[src/rtl/lsw_pkg.sv]
package lsw_pkg;

  typedef enum logic [2:0] {
    ST_IDLE,
    ST_WAIT_ON,
    ST_RAMP,
    ST_FULL,
    ST_WAIT_OFF,
    ST_DRAIN
  } lsw_state_e;

  // whole cycles covering a delay in ns, never less than one
  function automatic int cyc_from_ns(int mhz, int ns);
    int c;
    c = (mhz * ns + 999) / 1000;
    return (c < 1) ? 1 : c;
  endfunction

  function automatic int imax(int a, int b);
    return (a > b) ? a : b;
  endfunction

endpackage

[src/rtl/lsw_tick.sv]
module lsw_tick #(
  parameter int TICK_CYC = 10
) (
  input  logic clk,
  input  logic rst,
  input  logic clr,
  output logic tick
);
  localparam int PW = (TICK_CYC > 1) ? $clog2(TICK_CYC) : 1;
  localparam logic [PW-1:0] LAST = PW'(TICK_CYC - 1);

  logic [PW-1:0] pre;

  assign tick = (pre == LAST);

  always_ff @(posedge clk) begin
    if (rst || clr)  pre <= '0;
    else if (tick)   pre <= '0;
    else             pre <= pre + PW'(1);
  end
endmodule

[src/rtl/lsw_ramp_prog.sv]
module lsw_ramp_prog #(
  parameter int PROG_W = 8,
  parameter int TW     = 14
) (
  input  logic              clk,
  input  logic              rst,
  input  logic              clr,
  input  logic              full,
  input  logic              step,
  input  logic [TW-1:0]     total,
  output logic [PROG_W-1:0] prog
);
  localparam int AW = TW + 1;
  localparam logic [AW-1:0] LAP = AW'(2 ** PROG_W);

  logic [AW-1:0] acc;
  logic [AW-1:0] acc_sum;
  logic [AW-1:0] tot_ext;

  assign acc_sum = acc + LAP;
  assign tot_ext = {1'b0, total};

  // error-accumulating divider: one level step per crossing of the total
  always_ff @(posedge clk) begin
    if (rst || clr) begin
      acc  <= '0;
      prog <= '0;
    end else if (full) begin
      acc  <= '0;
      prog <= '1;
    end else if (step) begin
      if (acc_sum >= tot_ext) begin
        acc <= acc_sum - tot_ext;
        if (prog != '1) prog <= prog + PROG_W'(1);
      end else begin
        acc <= acc_sum;
      end
    end
  end
endmodule

[src/rtl/lsw_chan_seq.sv]
module lsw_chan_seq
  import lsw_pkg::*;
#(
  parameter int CLK_HZ          = 10_000_000,
  parameter int TICK_NS         = 1000,
  parameter int RAMP_BASE_TICKS = 1000,
  parameter int DIS_TICKS       = 2000,
  parameter int DT_OFF_NS       = 220,
  parameter int DT_ON_NS        = 100,
  parameter int PROG_W          = 8,
  parameter bit HAS_PIN_EN      = 1'b0
) (
  input  logic              clk,
  input  logic              rst,
  input  logic              uvlo,
  input  logic              chan_en,
  input  logic              aux_en,
  input  logic              ramp_en,
  input  logic [1:0]        ramp_sel,
  input  logic              drain_en,
  input  logic              drain_hold,
  output logic              gate_on,
  output logic              ramping,
  output logic [PROG_W-1:0] ramp_level,
  output logic              drain_on
);
  localparam int CLK_MHZ    = CLK_HZ / 1_000_000;
  localparam int TICK_CYC   = imax(CLK_MHZ * TICK_NS / 1000, 1);
  localparam int DT_OFF_CYC = cyc_from_ns(CLK_MHZ, DT_OFF_NS);
  localparam int DT_ON_CYC  = cyc_from_ns(CLK_MHZ, DT_ON_NS);
  localparam int RAMP_MAX   = RAMP_BASE_TICKS * 8;
  localparam int CNT_MAX    = imax(imax(RAMP_MAX, DIS_TICKS), imax(DT_OFF_CYC, DT_ON_CYC));
  localparam int CW         = $clog2(CNT_MAX + 1);
  localparam logic PIN_MASK = HAS_PIN_EN;

  logic          en_eff;
  logic          tick;
  lsw_state_e    st, nxt;
  logic [CW-1:0] cnt;
  logic          cnt_inc;
  logic [CW-1:0] ramp_total;
  logic          lvl_clr, lvl_full, lvl_step;

  assign en_eff     = chan_en | (aux_en & PIN_MASK);
  assign ramp_total = CW'(RAMP_BASE_TICKS) << ramp_sel;

  lsw_tick #(.TICK_CYC(TICK_CYC)) u_tick (
    .clk (clk),
    .rst (rst),
    .clr (nxt != st),
    .tick(tick)
  );

  always_comb begin
    nxt     = st;
    cnt_inc = 1'b0;
    unique case (st)
      ST_IDLE: if (en_eff) nxt = ST_WAIT_ON;
      ST_WAIT_ON: begin
        if (!en_eff)                        nxt = ST_IDLE;
        else if (cnt == CW'(DT_ON_CYC - 1)) nxt = ramp_en ? ST_RAMP : ST_FULL;
        else                                cnt_inc = 1'b1;
      end
      ST_RAMP: begin
        if (!en_eff) nxt = ST_WAIT_OFF;
        else if (tick) begin
          if (cnt == ramp_total - CW'(1)) nxt = ST_FULL;
          else                            cnt_inc = 1'b1;
        end
      end
      ST_FULL: if (!en_eff) nxt = ST_WAIT_OFF;
      ST_WAIT_OFF: begin
        if (en_eff)                          nxt = ST_WAIT_ON;
        else if (cnt == CW'(DT_OFF_CYC - 1)) nxt = drain_en ? ST_DRAIN : ST_IDLE;
        else                                 cnt_inc = 1'b1;
      end
      ST_DRAIN: begin
        if (en_eff) nxt = ST_WAIT_ON;
        else if (!drain_hold && tick) begin
          if (cnt == CW'(DIS_TICKS - 1)) nxt = ST_IDLE;
          else                           cnt_inc = 1'b1;
        end
      end
      default: nxt = ST_IDLE;
    endcase
    if (uvlo) nxt = ST_IDLE;
  end

  always_ff @(posedge clk) begin
    if (rst) begin
      st       <= ST_IDLE;
      cnt      <= '0;
      gate_on  <= 1'b0;
      ramping  <= 1'b0;
      drain_on <= 1'b0;
    end else begin
      st       <= nxt;
      cnt      <= (nxt != st) ? '0 : (cnt_inc ? cnt + CW'(1) : cnt);
      gate_on  <= (nxt == ST_RAMP) || (nxt == ST_FULL);
      ramping  <= (nxt == ST_RAMP);
      drain_on <= (nxt == ST_DRAIN);
    end
  end

  assign lvl_full = (nxt == ST_FULL);
  assign lvl_step = (st == ST_RAMP) && (nxt == ST_RAMP) && tick;
  assign lvl_clr  = !((nxt == ST_RAMP) || (nxt == ST_FULL)) ||
                    ((nxt == ST_RAMP) && (st != ST_RAMP));

  lsw_ramp_prog #(.PROG_W(PROG_W), .TW(CW)) u_prog (
    .clk  (clk),
    .rst  (rst),
    .clr  (lvl_clr),
    .full (lvl_full),
    .step (lvl_step),
    .total(ramp_total),
    .prog (ramp_level)
  );
endmodule

[config.mk]
export PLATFORM = sky130hd
export DESIGN_NAME = lsw_chan_seq
export DESIGN_NICKNAME = d
export VERILOG_FILES = /design/src/rtl/lsw_pkg.sv /design/src/rtl/lsw_tick.sv /design/src/rtl/lsw_ramp_prog.sv /design/src/rtl/lsw_chan_seq.sv
export SDC_FILE = /design/constraint.sdc
export NUM_CORES = 1
export LEC_CHECK = 0
export BUFFER_PORTS_ARGS = -buffer_cell sky130_fd_sc_hd__buf_4
export CAP_MARGIN = 20
export CORE_MARGIN = 5
export CORE_UTILIZATION = 40
export CTS_BUF_LIST = sky130_fd_sc_hd__clkbuf_2
export DETAILED_ROUTE_END_ITERATION = 16
export GPL_TIMING_DRIVEN = 0
export SETUP_SLACK_MARGIN = 0.02
export SYNTH_ARGS = -nofsm -noshare
export SYNTH_HDL_FRONTEND = slang
export SYNTH_SLANG_ARGS = --single-unit
[constraint.sdc]
create_clock -name clk -period 3 [get_ports clk]
set_clock_uncertainty 0.15 [all_clocks]
set_input_delay 0.3 -clock clk [delete_from_list [all_inputs] [get_ports clk]]
set_output_delay 0.3 -clock clk [all_outputs]
set_load 0.03 [all_outputs]
==> summary by stage, run 1 <==
Placed design
The count of buffers from port buffering is 18. The total placed instance area is approximately 3300 sq um. The number of placed instances with taps included is 480. At the end of routability-driven placement, the weighted congestion stood at roughly 0.8. The HPWL after detailed placement is roughly 5 mm.

Synth
The number of enable flip-flop cells after synthesis is 0. Counting flops with an async set or reset pin after synthesis yields a share of 0%. Among all flip-flop cells after synthesis, the most frequent one is dfxtp_1.

The cell area after synthesis is 3030 sq um. The most common cell in the netlist is dfxtp_1. Yosys mapped the design onto 62 distinct sky130hd cell types. Summing the sequential cell areas from Yosys gives between 20 and 30% of the chip area.

The proportion of netlist area held by the largest area contributor is between 20% and 30%. Yosys printed 0 warnings. By area the synthesized netlist is led by dfxtp_1 (28%), ha_1 (9.1%), xor2_1 (7.8%), xnor2_1 (4.6%), nor2_1 (4.3%). The number of nets handed over by synthesis was approximately 400. Ranked by instance count, the synthesized netlist is headed by dfxtp_1 (42), nor2_1 (35), xor2_1 (27).

The cell type contributing the most total cell area after synthesis is dfxtp_1. The flop and latch count out of synthesis is 42. The post-synthesis cell count is around 360. The average cell area after synthesis is 8.34 sq um.

Setup path
Among the stages of the critical path, the cell type that occurs most often is nand3_1. STA puts the critical path data arrival time at between 2 and 3 ns. The critical path goes through ha_1 -> nand3_1 -> or4_4 -> o41ai_1 -> a21oi_1 -> buf_2 -> clkbuf_2 -> nand3_1 -> xor2_1 -> nor2_1. The most critical setup path has its startpoint at cnt[1]. The required time of the critical path is 3.19 ns. The startpoint identified for the worst register-to-register timing path is cnt[1]. Along the worst path, the maximum fanout reaches 10. The termination of the worst setup path is u_prog.acc[7]. Setup slack on the worst reg-to-reg path comes out at 0.24 ns. The path depth of the worst reg2reg path is 10.

The setup path with the least slack is of type reg -> reg. STA classifies the critical path startpoint as a register. In this design, the stage delay of the slowest critical-path cell is roughly 0.56 ns.

The worst setup path is captured at a register. The cell at the slowest stage of the critical path is or4_4. The endpoint of the worst-slack reg-to-reg timing path is u_prog.acc[7].

Clock network
Counting the buffers created by CTS gives 5. The root buffer cell chosen for the clock tree is clkbuf_2. The H-tree generated during clock tree synthesis spans 2 levels.

The clock slew at the register clock pins of the worst setup and hold paths is around 0.23 ns. The number of buffers between clock root and the deepest sink is 2. At the later pin of the worst-skew pair, clock insertion delay measures a little over 0.4 ns.

The TritonCTS clock tree is done. For this design, the sink count on the clock tree is 42.

Timing
The smallest hold slack is 0.195 ns. The number of pins with negative max-slew slack in the final report was 0. The final critical path takes up around 92% of the cycle. Setup repair after global routing left no endpoint under its margin.

The normalized max-slew margin is between 50% and 60%. Static timing analysis puts the maximum clock frequency at 363 MHz. The final setup violation count is 0. The clock period could shrink to 2.76 ns. The final count of hold timing violations is 0. The transition time at the pin with the least slew margin is 0.621 ns.

Global routing
The most utilized layer in the global route result is met2. The met3 global-route usage is under 10%. The total global routing overflow is 0. The combined global-route utilization of all metal layers is around 15%. The initial antenna violation count came to 0.

The number of global-route vias before repair came to roughly 2500. The first global-routing pass estimated ~12 mm of wire. The maximum number of pins on one net before global-route repair is 13. The met1 routing resource usage after global routing is a little under a fifth.

Global routing consumed, on the met2 layer, between 20% and 30% of the routing resources.

Final layout
Of the cells placed in the final design, the portion with a size suffix greater than 1 is between 10% and 20%. The final design area excluding fillers is roughly 3400 sq um. After the last flow step, the layout net total stands at ~420. The area growth from synthesis to layout is 12.8%. For this run, the number of standard cells in the final layout without fillers is between 400 and 500. The number of inserted diodes is 0.

Floorplanning
The die outline height is approximately 97 um. Measured along the x axis, the die boundary spans slightly below 100 um. The core footprint is 7330 sq um. The starting utilization of the core area is 41.3%.

The site row count is 31. The die covers between 9000 and 10000 sq um. The number of ports placed on the die boundary is 21.

Route
The starting DRC count in detailed routing is 57. The routed via count divided by cell count is between 5 and 6. The number of nets still failing antenna checks after routing is 0. The routed wirelength normalized by instance count is between 10 and 15 um. The final layout contains routed wiring with a total length of approximately 6.9 mm.

The pre-antenna-repair detailed-routing pass consisted of 4 iterations. The remaining routing DRC violations is 0. The total via count in the routed design is between 2000 and 3000.

Power and ir drop
Dividing total power by cell area gives a power density of approximately 270 nW/um^2. The worst vdd rail ir drop is between 0.15 and 0.2 mV. The leakage component of the power is about 0.0013 uW.

Flow run
The number of max-cap violations is 0.

Worst hold path
The worst min-delay path class is in -> reg.

Run status
The flow ran to the end, and the final reports show no timing, DRC or antenna violations.
[layer usage]
layer,routed length (um),part of all wire (%),vias to the layer above
met2,3410,49,34
li1,-,-,1364
met5,0,0,-
met4,80,1.2,0
met1,3200,46,1279
met3,237,3.4,10
[worst max-delay path: cells and delay by family, from the launching register on]
| family | cells | cell delay (ns) |
|---|---|---|
| AO/OA/AOI/OAI | 2 | 0.48 |
| AND/OR/NAND/NOR | 4 | 0.85 |
| adder cells (fa/ha/maj) | 1 | 0.20 |
| XOR/XNOR | 1 | 0.16 |
| flip-flops | 1 | 0.43 |
| buffers and inverters | 2 | 0.42 |
[state kept, by name, indices dropped and copies added, names as in the netlist]
register / cells
drain_on: 1
cnt: 13
gate_on: 1
u_prog.acc: 11
u_tick.pre: 4
ramping: 1
st: 3
u_prog.prog: 8
[cells by family (layout without fill, tap and decap cells)]
family | count (synthesis) | after routing | synth area share [%]
AO/OA/AOI/OAI | 76 | 76 | 17.3
XOR/XNOR | 43 | 43 | 12.4
adder cells (fa/ha/maj) | 22 | 22 | 9.09
buffers and inverters | 32 | 62 | 4.87
flip-flops | 42 | 42 | 27.8
multiplexers | 7 | 7 | 2.31
AND/OR/NAND/NOR | 141 | 141 | 26.3
[how the worst min path moves through the flow]
stage	from	to	slack, ns	cells past startpoint
2_1_floorplan	uvlo	gate_on	0.23	1
3_3_place_gp	u_prog.acc[5]	u_prog.acc[5]	0.34	2
3_5_place_dp	u_tick.pre[0]	u_tick.pre[0]	0.34	1
4_1_cts	chan_en	st[2]	0.19	2
5_1_grt	chan_en	st[2]	0.17	2
6_report	chan_en	st[2]	0.20	2
[power by group]
group          internal (uW)  switching [uW]  total (uW)
clock network           57.4             199         256
registers                563            3.02         566
logic                   46.2            59.3         106
[stage by stage]
step	utilization [%]	setup TNS (ns)	total power, uW	setup slack [ns]
floorplan	-	0	650	0.244
global placement	44.9	-6.63	677	-0.423
detailed placement	44.9	-7.35	678	-0.436
CTS	45.8	0	940	0.117
global route	46.6	0	984	0.0305
finish	46.6	0	928	0.245
[final cells by class]
class | instances | area (sq um)
Fill cell | 733 | 3920
Multi-Input combinational cell | 289 | 2080
Sequential cell | 42 | 843
Timing Repair Buffer | 23 | 178
Tap cell | 99 | 124
Buffer | 19 | 103
Inverter | 12 | 45.0
Clock buffer | 6 | 30.0
Clock inverter | 2 | 8.76
[timing repair]
action | 4_1_cts | 5_1_grt
endpoints found under the setup margin | 3 | 32
gates resized for setup | 1 | 13
buffers inserted | 0 | 3
pin swaps | 0 | 2
hold endpoints to repair | 4 | 0
hold buffers | 2 | 0
[layout by cell type, fill, tap and decap left out, types with 3 or more instances in the layout]
cell,n
and3_1,8
nor2b_1,7
o2111ai_1,4
nand3_1,19
o21ai_0,11
inv_1,12
nor3_1,13
clkbuf_1,8
dfxtp_1,40
nand2_1,15
ha_1,22
xnor2_1,16
nand4_1,7
o211ai_1,3
o21bai_1,3
buf_4,22
a211oi_2,3
buf_2,6
and2_1,4
o21ai_1,4
nor2_1,35
o21a_1,5
nor3b_1,4
xor2_1,27
mux2i_1,7
clkbuf_2,7
nand2b_1,6
a21oi_1,18
Note: power is estimated with default switching activity, not from simulation.
==> inputs of run 2 (changes only) <==
- CORE_UTILIZATION: 40 -> 50
- PLACE_DENSITY: unset -> 0.68
==> summary by stage, run 2 (synthesis results as in run 1) <==
Global routing
The combined global-route utilization of all metal layers is 18.4% (was 14.8%). The number of global-route vias before repair is 2559 (was 2527). The total global routing overflow came to 0 (unchanged). The global-route wire length before repair came to 11.6 mm (was 11.9 mm). The initial antenna violation count is 0 (unchanged). The maximum number of pins on one net before global-route repair was 13 (unchanged).

Worst hold path
The worst min-delay path class was in -> reg (unchanged). The number of cells traversed by the worst hold path came to 2 (unchanged). The origin of the worst min-delay path was chan_en (unchanged). The sink of the worst hold path is st[2] (unchanged).

Clock network
The number of buffers between clock root and the deepest sink is 2 (unchanged). The clock slew at the register clock pins of the worst setup and hold paths came to 0.21 ns (was 0.23 ns). The root buffer cell is clkbuf_2 (unchanged). The H-tree level count was 2 (unchanged). The later-pin clock latency in the skew report is 0.41 ns (about the same). The total clock sinks is 42 (unchanged). The total clock buffers created by CTS is 5 (unchanged).

The TritonCTS clock tree is done (unchanged).

Run status
Status: finished clean (unchanged).

Power and ir drop
The worst vdd rail ir drop was 0.195 mV (was 0.169 mV). The leakage component of the power is 0.00130 uW (was 0.00132 uW). The power per unit of standard cell area is 272 nW/um^2 (about the same).

Route
The length of the first detailed-routing pass in iterations is 4 (unchanged). The starting DRC count in detailed routing is 103 (was 57). The overall routed net length was 6.68 mm (was 6.93 mm). The remaining routing DRC violations is 0 (unchanged). The number of nets still failing antenna checks after routing is 0 (unchanged). The routed wirelength normalized by instance count was 14.4 um (was 14.1 um). The routed via count divided by cell count is 5.63 (was 5.46). The total via count in the routed design is 2613 (was 2687).

Setup path
The endpoint of the worst-slack reg-to-reg timing path was cnt[2] (was u_prog.acc[7]). The largest delay contributor family on the critical path was compound AO/OA/AOI/OAI gates (was simple AND/OR/NAND/NOR gates). The critical path endpoint category is a register (unchanged). The logic depth of the worst path, buffers included is 9 (was 10). The classification of the worst setup path is reg -> reg (unchanged). The flop-to-flop setup slack came to 0.20 ns (was 0.24 ns). The critical path's largest stage delay was 0.74 ns (was 0.56 ns). The most prevalent standard cell on the critical path is nor3_1 (was nand3_1). Cells along the critical path: clkbuf_1 -> nor3_1 -> and3_1 -> a41oi_1 -> nor3_1 -> a2111oi_0 -> nand3b_4 -> buf_6 -> nor2_1 (was ha_1 -> nand3_1 -> or4_4 -> o41ai_1 -> a21oi_1 -> buf_2 -> clkbuf_2 -> nand3_1 -> xor2_1 -> nor2_1). The launch point of the worst reg-to-reg path is cnt[8] (was cnt[1]). The largest fanout of any net on the critical path was 10 (unchanged). The arrival time of the worst setup path is 3.01 ns (was 2.94 ns).

The combined buffer and inverter count along the critical path is 2 (unchanged). The critical path startpoint category is a register (unchanged). The path depth of the worst reg2reg path is 9 (was 10). The cell at the slowest stage of the critical path is a2111oi_0 (was or4_4). The required time of the critical path was 3.21 ns (was 3.19 ns).

Final layout
The flip-flop and latch area was 843 sq um (unchanged). The fraction of final layout cells with drive strength greater than 1 is 13.6% (was 13.7%). The flip-flop count of the largest register, all copies and words added is 13 (unchanged). The number of inserted diodes was 0 (unchanged). The count of placed standard cells in the final layout, fillers left out is 464 (was 492). The area taken by multi-input logic gates came to 2100 sq um (was 2080 sq um). The count of nets after finishing is 421 (was 424). Top library cells by usage in the layout, fill and taps aside: dfxtp_1 (40), nor2_1 (35), xor2_1 (27), ha_1 (22) (was dfxtp_1 (40), nor2_1 (35), xor2_1 (27), buf_4 (22), ha_1 (22)). The fill cell total of the finished layout was 569 (was 733). The most common cell after layout, fill and taps aside is dfxtp_1 (unchanged). Top Registers: cnt: 13 flops, u_prog.acc: 11 flops, u_prog.prog: 8 flops (unchanged). The register with the highest flop count is cnt (unchanged). The area growth from synthesis to layout came to 11.3% (was 12.8%).

Floorplanning
The core footprint is 5920 sq um (was 7330 sq um). The starting utilization of the core area is 51.2% (was 41.3%). The number of ports placed on the die boundary is 21 (unchanged). The x dimension of the die came to 87.8 um (was 97.0 um).

The die outline height came to 87.8 um (was 97.0 um). The total die area is 7710 sq um (was 9410 sq um). The site row count is 28 (was 31).

Timing
The smallest hold slack came to 0.218 ns (was 0.195 ns). The clock period minus final worst setup slack is 2.80 ns (was 2.76 ns). The final count of hold timing violations is 0 (unchanged). The ratio of final minimum period to clock period is 93.4% (was 91.8%). The transition time at the pin with the least slew margin is 0.817 ns (was 0.621 ns).

The number of pins with negative max-slew slack in the final report is 0 (unchanged). The final setup violation count came to 0 (unchanged). RSZ-0062 raised after global routing: no (unchanged). The normalized max-slew margin is 44.2% (was 58.3%).

The achievable frequency is 357 MHz (was 363 MHz).

Placed design
The count of buffers from port buffering was 18 (unchanged). The global placer's final weighted congestion is 0.853 (was 0.821). The number of placed instances with taps included was 456 (was 480).

The HPWL after detailed placement is 4.84 mm (was 5.04 mm).

Flow run
The number of max-cap violations is 0 (unchanged).
## run 2: worst max path at each step
stage | start | end | slack, ns
final | cnt[8] | cnt[2] | 0.20
after detailed placement | ramp_sel[1] | u_prog.acc[4] | -0.40
after floorplan | ramp_sel[0] | u_prog.acc[4] | 0.24
after global routing | u_prog.acc[10] | u_prog.prog[3] | 0.04
after CTS | u_prog.acc[8] | u_prog.acc[4] | 0.06
after global placement | ramp_sel[1] | u_prog.acc[5] | -0.40
## run 2: report_power, final
group / internal (uW) / total [uW] / switching [uW]
registers: 563 / 566 / 3.06
logic: 46.2 / 106 / 60.0
clock network: 50.6 / 245 / 194
## run 2: per-layer routing
metal | track usage, % | vias to the layer above | wire length, um
met5 | 0 | - | 0
met3 | 3.76 | 4 | 178
li1 | - | 1358 | -
met2 | 30.5 | 32 | 3160
met4 | 5.02 | 0 | 46
met1 | 24.3 | 1219 | 3290
## run 2: stage by stage
step	area [sq um]	setup TNS [ns]	worst slack (ns)	total power, uW	util (%)
final	3370	0	0.197	917	57.0
after global routing	3370	0	0.0377	968	57.0
after CTS	3310	0	0.0583	926	56.0
after detailed placement	3260	-6.24	-0.397	678	55.0
after global placement	3260	-5.50	-0.401	676	55.0
after floorplan	3030	0	0.244	650	-
## run 2: what timing repair did
item | in CTS | in global routing
setup buffers | 0 | 0
gates resized for setup | 0 | 14
hold endpoints to repair | 4 | 0
hold buffers | 2 | 0
endpoints found under the setup margin | 0 | 29
## run 2: final cells by class
class / instances / area share, %
tap: 75 / 2.78
sequential: 42 / 25.0
inverter: 12 / 1.34
timing repair buffer: 20 / 4.60
multi-input combinational: 289 / 62.2
clock buffer: 5 / 0.742
buffer: 19 / 3.04
clock inverter: 2 / 0.297
==> inputs of run 3 (changes only) <==
--- a/config.mk
+++ b/config.mk
@@ -7,3 +7,3 @@
 export LEC_CHECK = 0
-export BUFFER_PORTS_ARGS = -buffer_cell sky130_fd_sc_hd__buf_4
+export BUFFER_PORTS_ARGS = -buffer_cell sky130_fd_sc_hd__buf_2
 export CAP_MARGIN = 20
--- a/constraint.sdc
+++ b/constraint.sdc
@@ -4,2 +4,2 @@
 set_output_delay 0.3 -clock clk [all_outputs]
-set_load 0.03 [all_outputs]
+set_load 0.05 [all_outputs]
==> summary by stage, run 3 (synthesis results as in run 1) <==
Clock network
The buffer count from post-CTS setup fixing was 0 (unchanged). The clock slew at the register clock pins of the worst setup and hold paths was 0.21 ns (about the same). The number of buffers between clock root and the deepest sink is 2 (unchanged). The root buffer cell is clkbuf_2 (unchanged). The total clock sinks is 42 (unchanged). The H-tree level count was 2 (unchanged). The later-pin clock latency in the skew report is 0.41 ns (about the same). The TritonCTS clock tree is done (unchanged). The total clock buffers created by CTS is 5 (unchanged).

Final layout
The fill cell total of the finished layout is 550 (was 569). The count of placed standard cells in the final layout, fillers left out is 466 (was 464). The count of nets after finishing is 422 (was 421). The flip-flop and latch area is 843 sq um (unchanged).

The number of inserted diodes was 0 (unchanged). Top Registers: cnt: 13 flops, u_prog.acc: 11 flops, u_prog.prog: 8 flops (unchanged). The fraction of final layout cells with drive strength greater than 1 is 14.1% (was 13.6%).

The register with the highest flop count is cnt (unchanged). The flip-flop count of the largest register, all copies and words added came to 13 (unchanged). The area taken by multi-input logic gates was 2100 sq um (about the same). Top library cells by usage in the layout, fill and taps aside: dfxtp_1 (40), nor2_1 (35), xor2_1 (27), buf_2 (24), ha_1 (22) (was dfxtp_1 (40), nor2_1 (35), xor2_1 (27), ha_1 (22)). The area growth from synthesis to layout is 10.2% (was 11.3%).

The most common cell after layout, fill and taps aside is dfxtp_1 (unchanged).

Timing
The clock period minus final worst setup slack came to 2.78 ns (was 2.80 ns). The normalized max-slew margin is 57.8% (was 44.2%). The number of pins with negative max-slew slack in the final report is 0 (unchanged). The final setup violation count was 0 (unchanged). The transition time at the pin with the least slew margin is 0.629 ns (was 0.817 ns). The final count of hold timing violations came to 0 (unchanged). The smallest hold slack was 0.215 ns (was 0.218 ns). RSZ-0062 raised after global routing: yes (was no). The achievable frequency was 360 MHz (was 357 MHz). The ratio of final minimum period to clock period is 92.7% (was 93.4%).

Global routing
The combined global-route utilization of all metal layers is 18.0% (was 18.4%). The maximum number of pins on one net before global-route repair came to 13 (unchanged). The number of global-route vias before repair is 2541 (was 2559).

The total global routing overflow came to 0 (unchanged). The global-route wire length before repair is 11.3 mm (was 11.6 mm). The initial antenna violation count is 0 (unchanged).

Setup path
The critical path endpoint category is a register (unchanged). The required time of the critical path came to 3.14 ns (was 3.21 ns). The largest fanout of any net on the critical path is 10 (unchanged). The classification of the worst setup path is in -> reg (was reg -> reg).

The critical path startpoint category is an input port (was register). Cells along the critical path: buf_2 -> inv_1 -> ha_1 -> buf_4 -> inv_1 -> ha_1 -> o21a_1 -> o221a_2 -> nor3_4 -> o2111ai_4 -> buf_4 -> nand3_1 -> xor2_1 -> a21oi_1 (was clkbuf_1 -> nor3_1 -> and3_1 -> a41oi_1 -> nor3_1 -> a2111oi_0 -> nand3b_4 -> buf_6 -> nor2_1). The critical path's largest stage delay was 0.33 ns (was 0.74 ns). The cell at the slowest stage of the critical path was o221a_2 (was a2111oi_0).

The arrival time of the worst setup path is 2.92 ns (was 3.01 ns).

Route
The routed via count divided by cell count was 5.69 (was 5.63). The number of nets still failing antenna checks after routing is 0 (unchanged). The length of the first detailed-routing pass in iterations came to 4 (unchanged). The routed wirelength normalized by instance count was 14.3 um (was 14.4 um). The total via count in the routed design is 2653 (was 2613). The overall routed net length came to 6.65 mm (was 6.68 mm). The starting DRC count in detailed routing was 144 (was 103). The remaining routing DRC violations is 0 (unchanged).

Power and ir drop
The leakage component of the power came to 0.00131 uW (was 0.00130 uW). The clock network power share came to 27.1% (was 26.7%). The worst vdd rail ir drop is 0.183 mV (was 0.195 mV). The internal power consumption came to 663 uW (was 660 uW). The power per unit of standard cell area is 275 nW/um^2 (was 272 nW/um^2). The share of total power in sequential cells is 61.8% (was 61.7%). The net switching power figure is 253 uW (was 257 uW). The logic gate share of total power is 11.2% (was 11.6%). The switching share of power is 27.6% (was 28.0%).

Placed design
The global placer's final weighted congestion was 0.874 (was 0.853). The number of placed instances with taps included is 456 (unchanged). The count of buffers from port buffering is 18 (unchanged). The HPWL after detailed placement is 4.87 mm (was 4.84 mm).

Flow run
The number of max-cap violations is 0 (unchanged).

Floorplanning
The x dimension of the die came to 87.8 um (unchanged). The number of ports placed on the die boundary is 21 (unchanged). The starting utilization of the core area was 51.2% (unchanged). The total die area is 7710 sq um (unchanged). The site row count came to 28 (unchanged). The die outline height came to 87.8 um (unchanged). The core footprint came to 5920 sq um (unchanged).

Run status
Status: finished clean (unchanged).

Worst hold path
The worst min-delay path class is in -> reg (unchanged).
==> run 3: stage by stage <==
step | util [%] | setup TNS, ns | power, uW | worst slack (ns) | cell area (sq um)
detailed placement | 54.3 | -7.86 | 676 | -0.413 | 3210
global route | 56.4 | 0 | 963 | 0.0206 | 3340
CTS | 55.4 | 0 | 928 | 0.0301 | 3280
finish | 56.4 | 0 | 917 | 0.220 | 3340
floorplan | - | 0 | 650 | 0.244 | 3030
global placement | 54.3 | -7.39 | 674 | -0.450 | 3210
==> run 3: area by class of cell <==
class	instances	area share, %
plain buffers	19	3.07
inverters	12	1.35
well taps	75	2.81
flip-flops and latches	42	25.3
clock inverters	2	0.262
multi-input cells	289	62.8
clock buffers	6	0.899
repair buffers	21	3.60
==> run 3: worst max-delay path, delay by kind of cell <==
kind | cells | cell delay (ns)
AO/OA/AOI/OAI | 4 | 0.89
XOR/XNOR | 1 | 0.15
AND/OR/NAND/NOR | 2 | 0.38
adder cells (fa/ha/maj) | 2 | 0.44
buffers and inverters | 5 | 0.75
==> run 3: power groups by stage <==
stage               Sequential, uW  Clock (uW)  Combinational, uW
finish                         566         248                103
global route                   567         281                115
CTS                            567         260                101
detailed placement             577           0               98.3
global placement               577           0               96.8
floorplan                      578           0               72.5
==> run 3: repair_timing <==
item	in CTS	in global routing
endpoints found under the hold margin	4	0
hold buffers	3	0
setup endpoints to repair	0	25
resized for setup	0	15
==> run 3: routing by layer <==
layer / routed length (um) / part of all wire [%] / GRT usage (%) / up-vias
met5: 0 / 0 / 0 / -
met4: 76 / 1.1 / 5.72 / 0
met3: 188 / 2.8 / 3.01 / 10
met2: 3290 / 50 / 29.9 / 49
met1: 3100 / 47 / 23.8 / 1233
li1: - / - / - / 1361
==> run 3: path summary, 6_finish.rpt <==
kind | start | end | slack (ns) | cells after the start
setup / recovery | ramp_sel[1] | u_prog.prog[3] | 0.22 | 14
hold / removal | chan_en | st[2] | 0.22 | 2
setup reg to reg | cnt[3] | u_prog.prog[3] | 0.24 | 7
hold reg to reg | u_tick.pre[0] | u_tick.pre[0] | 0.37 | 1
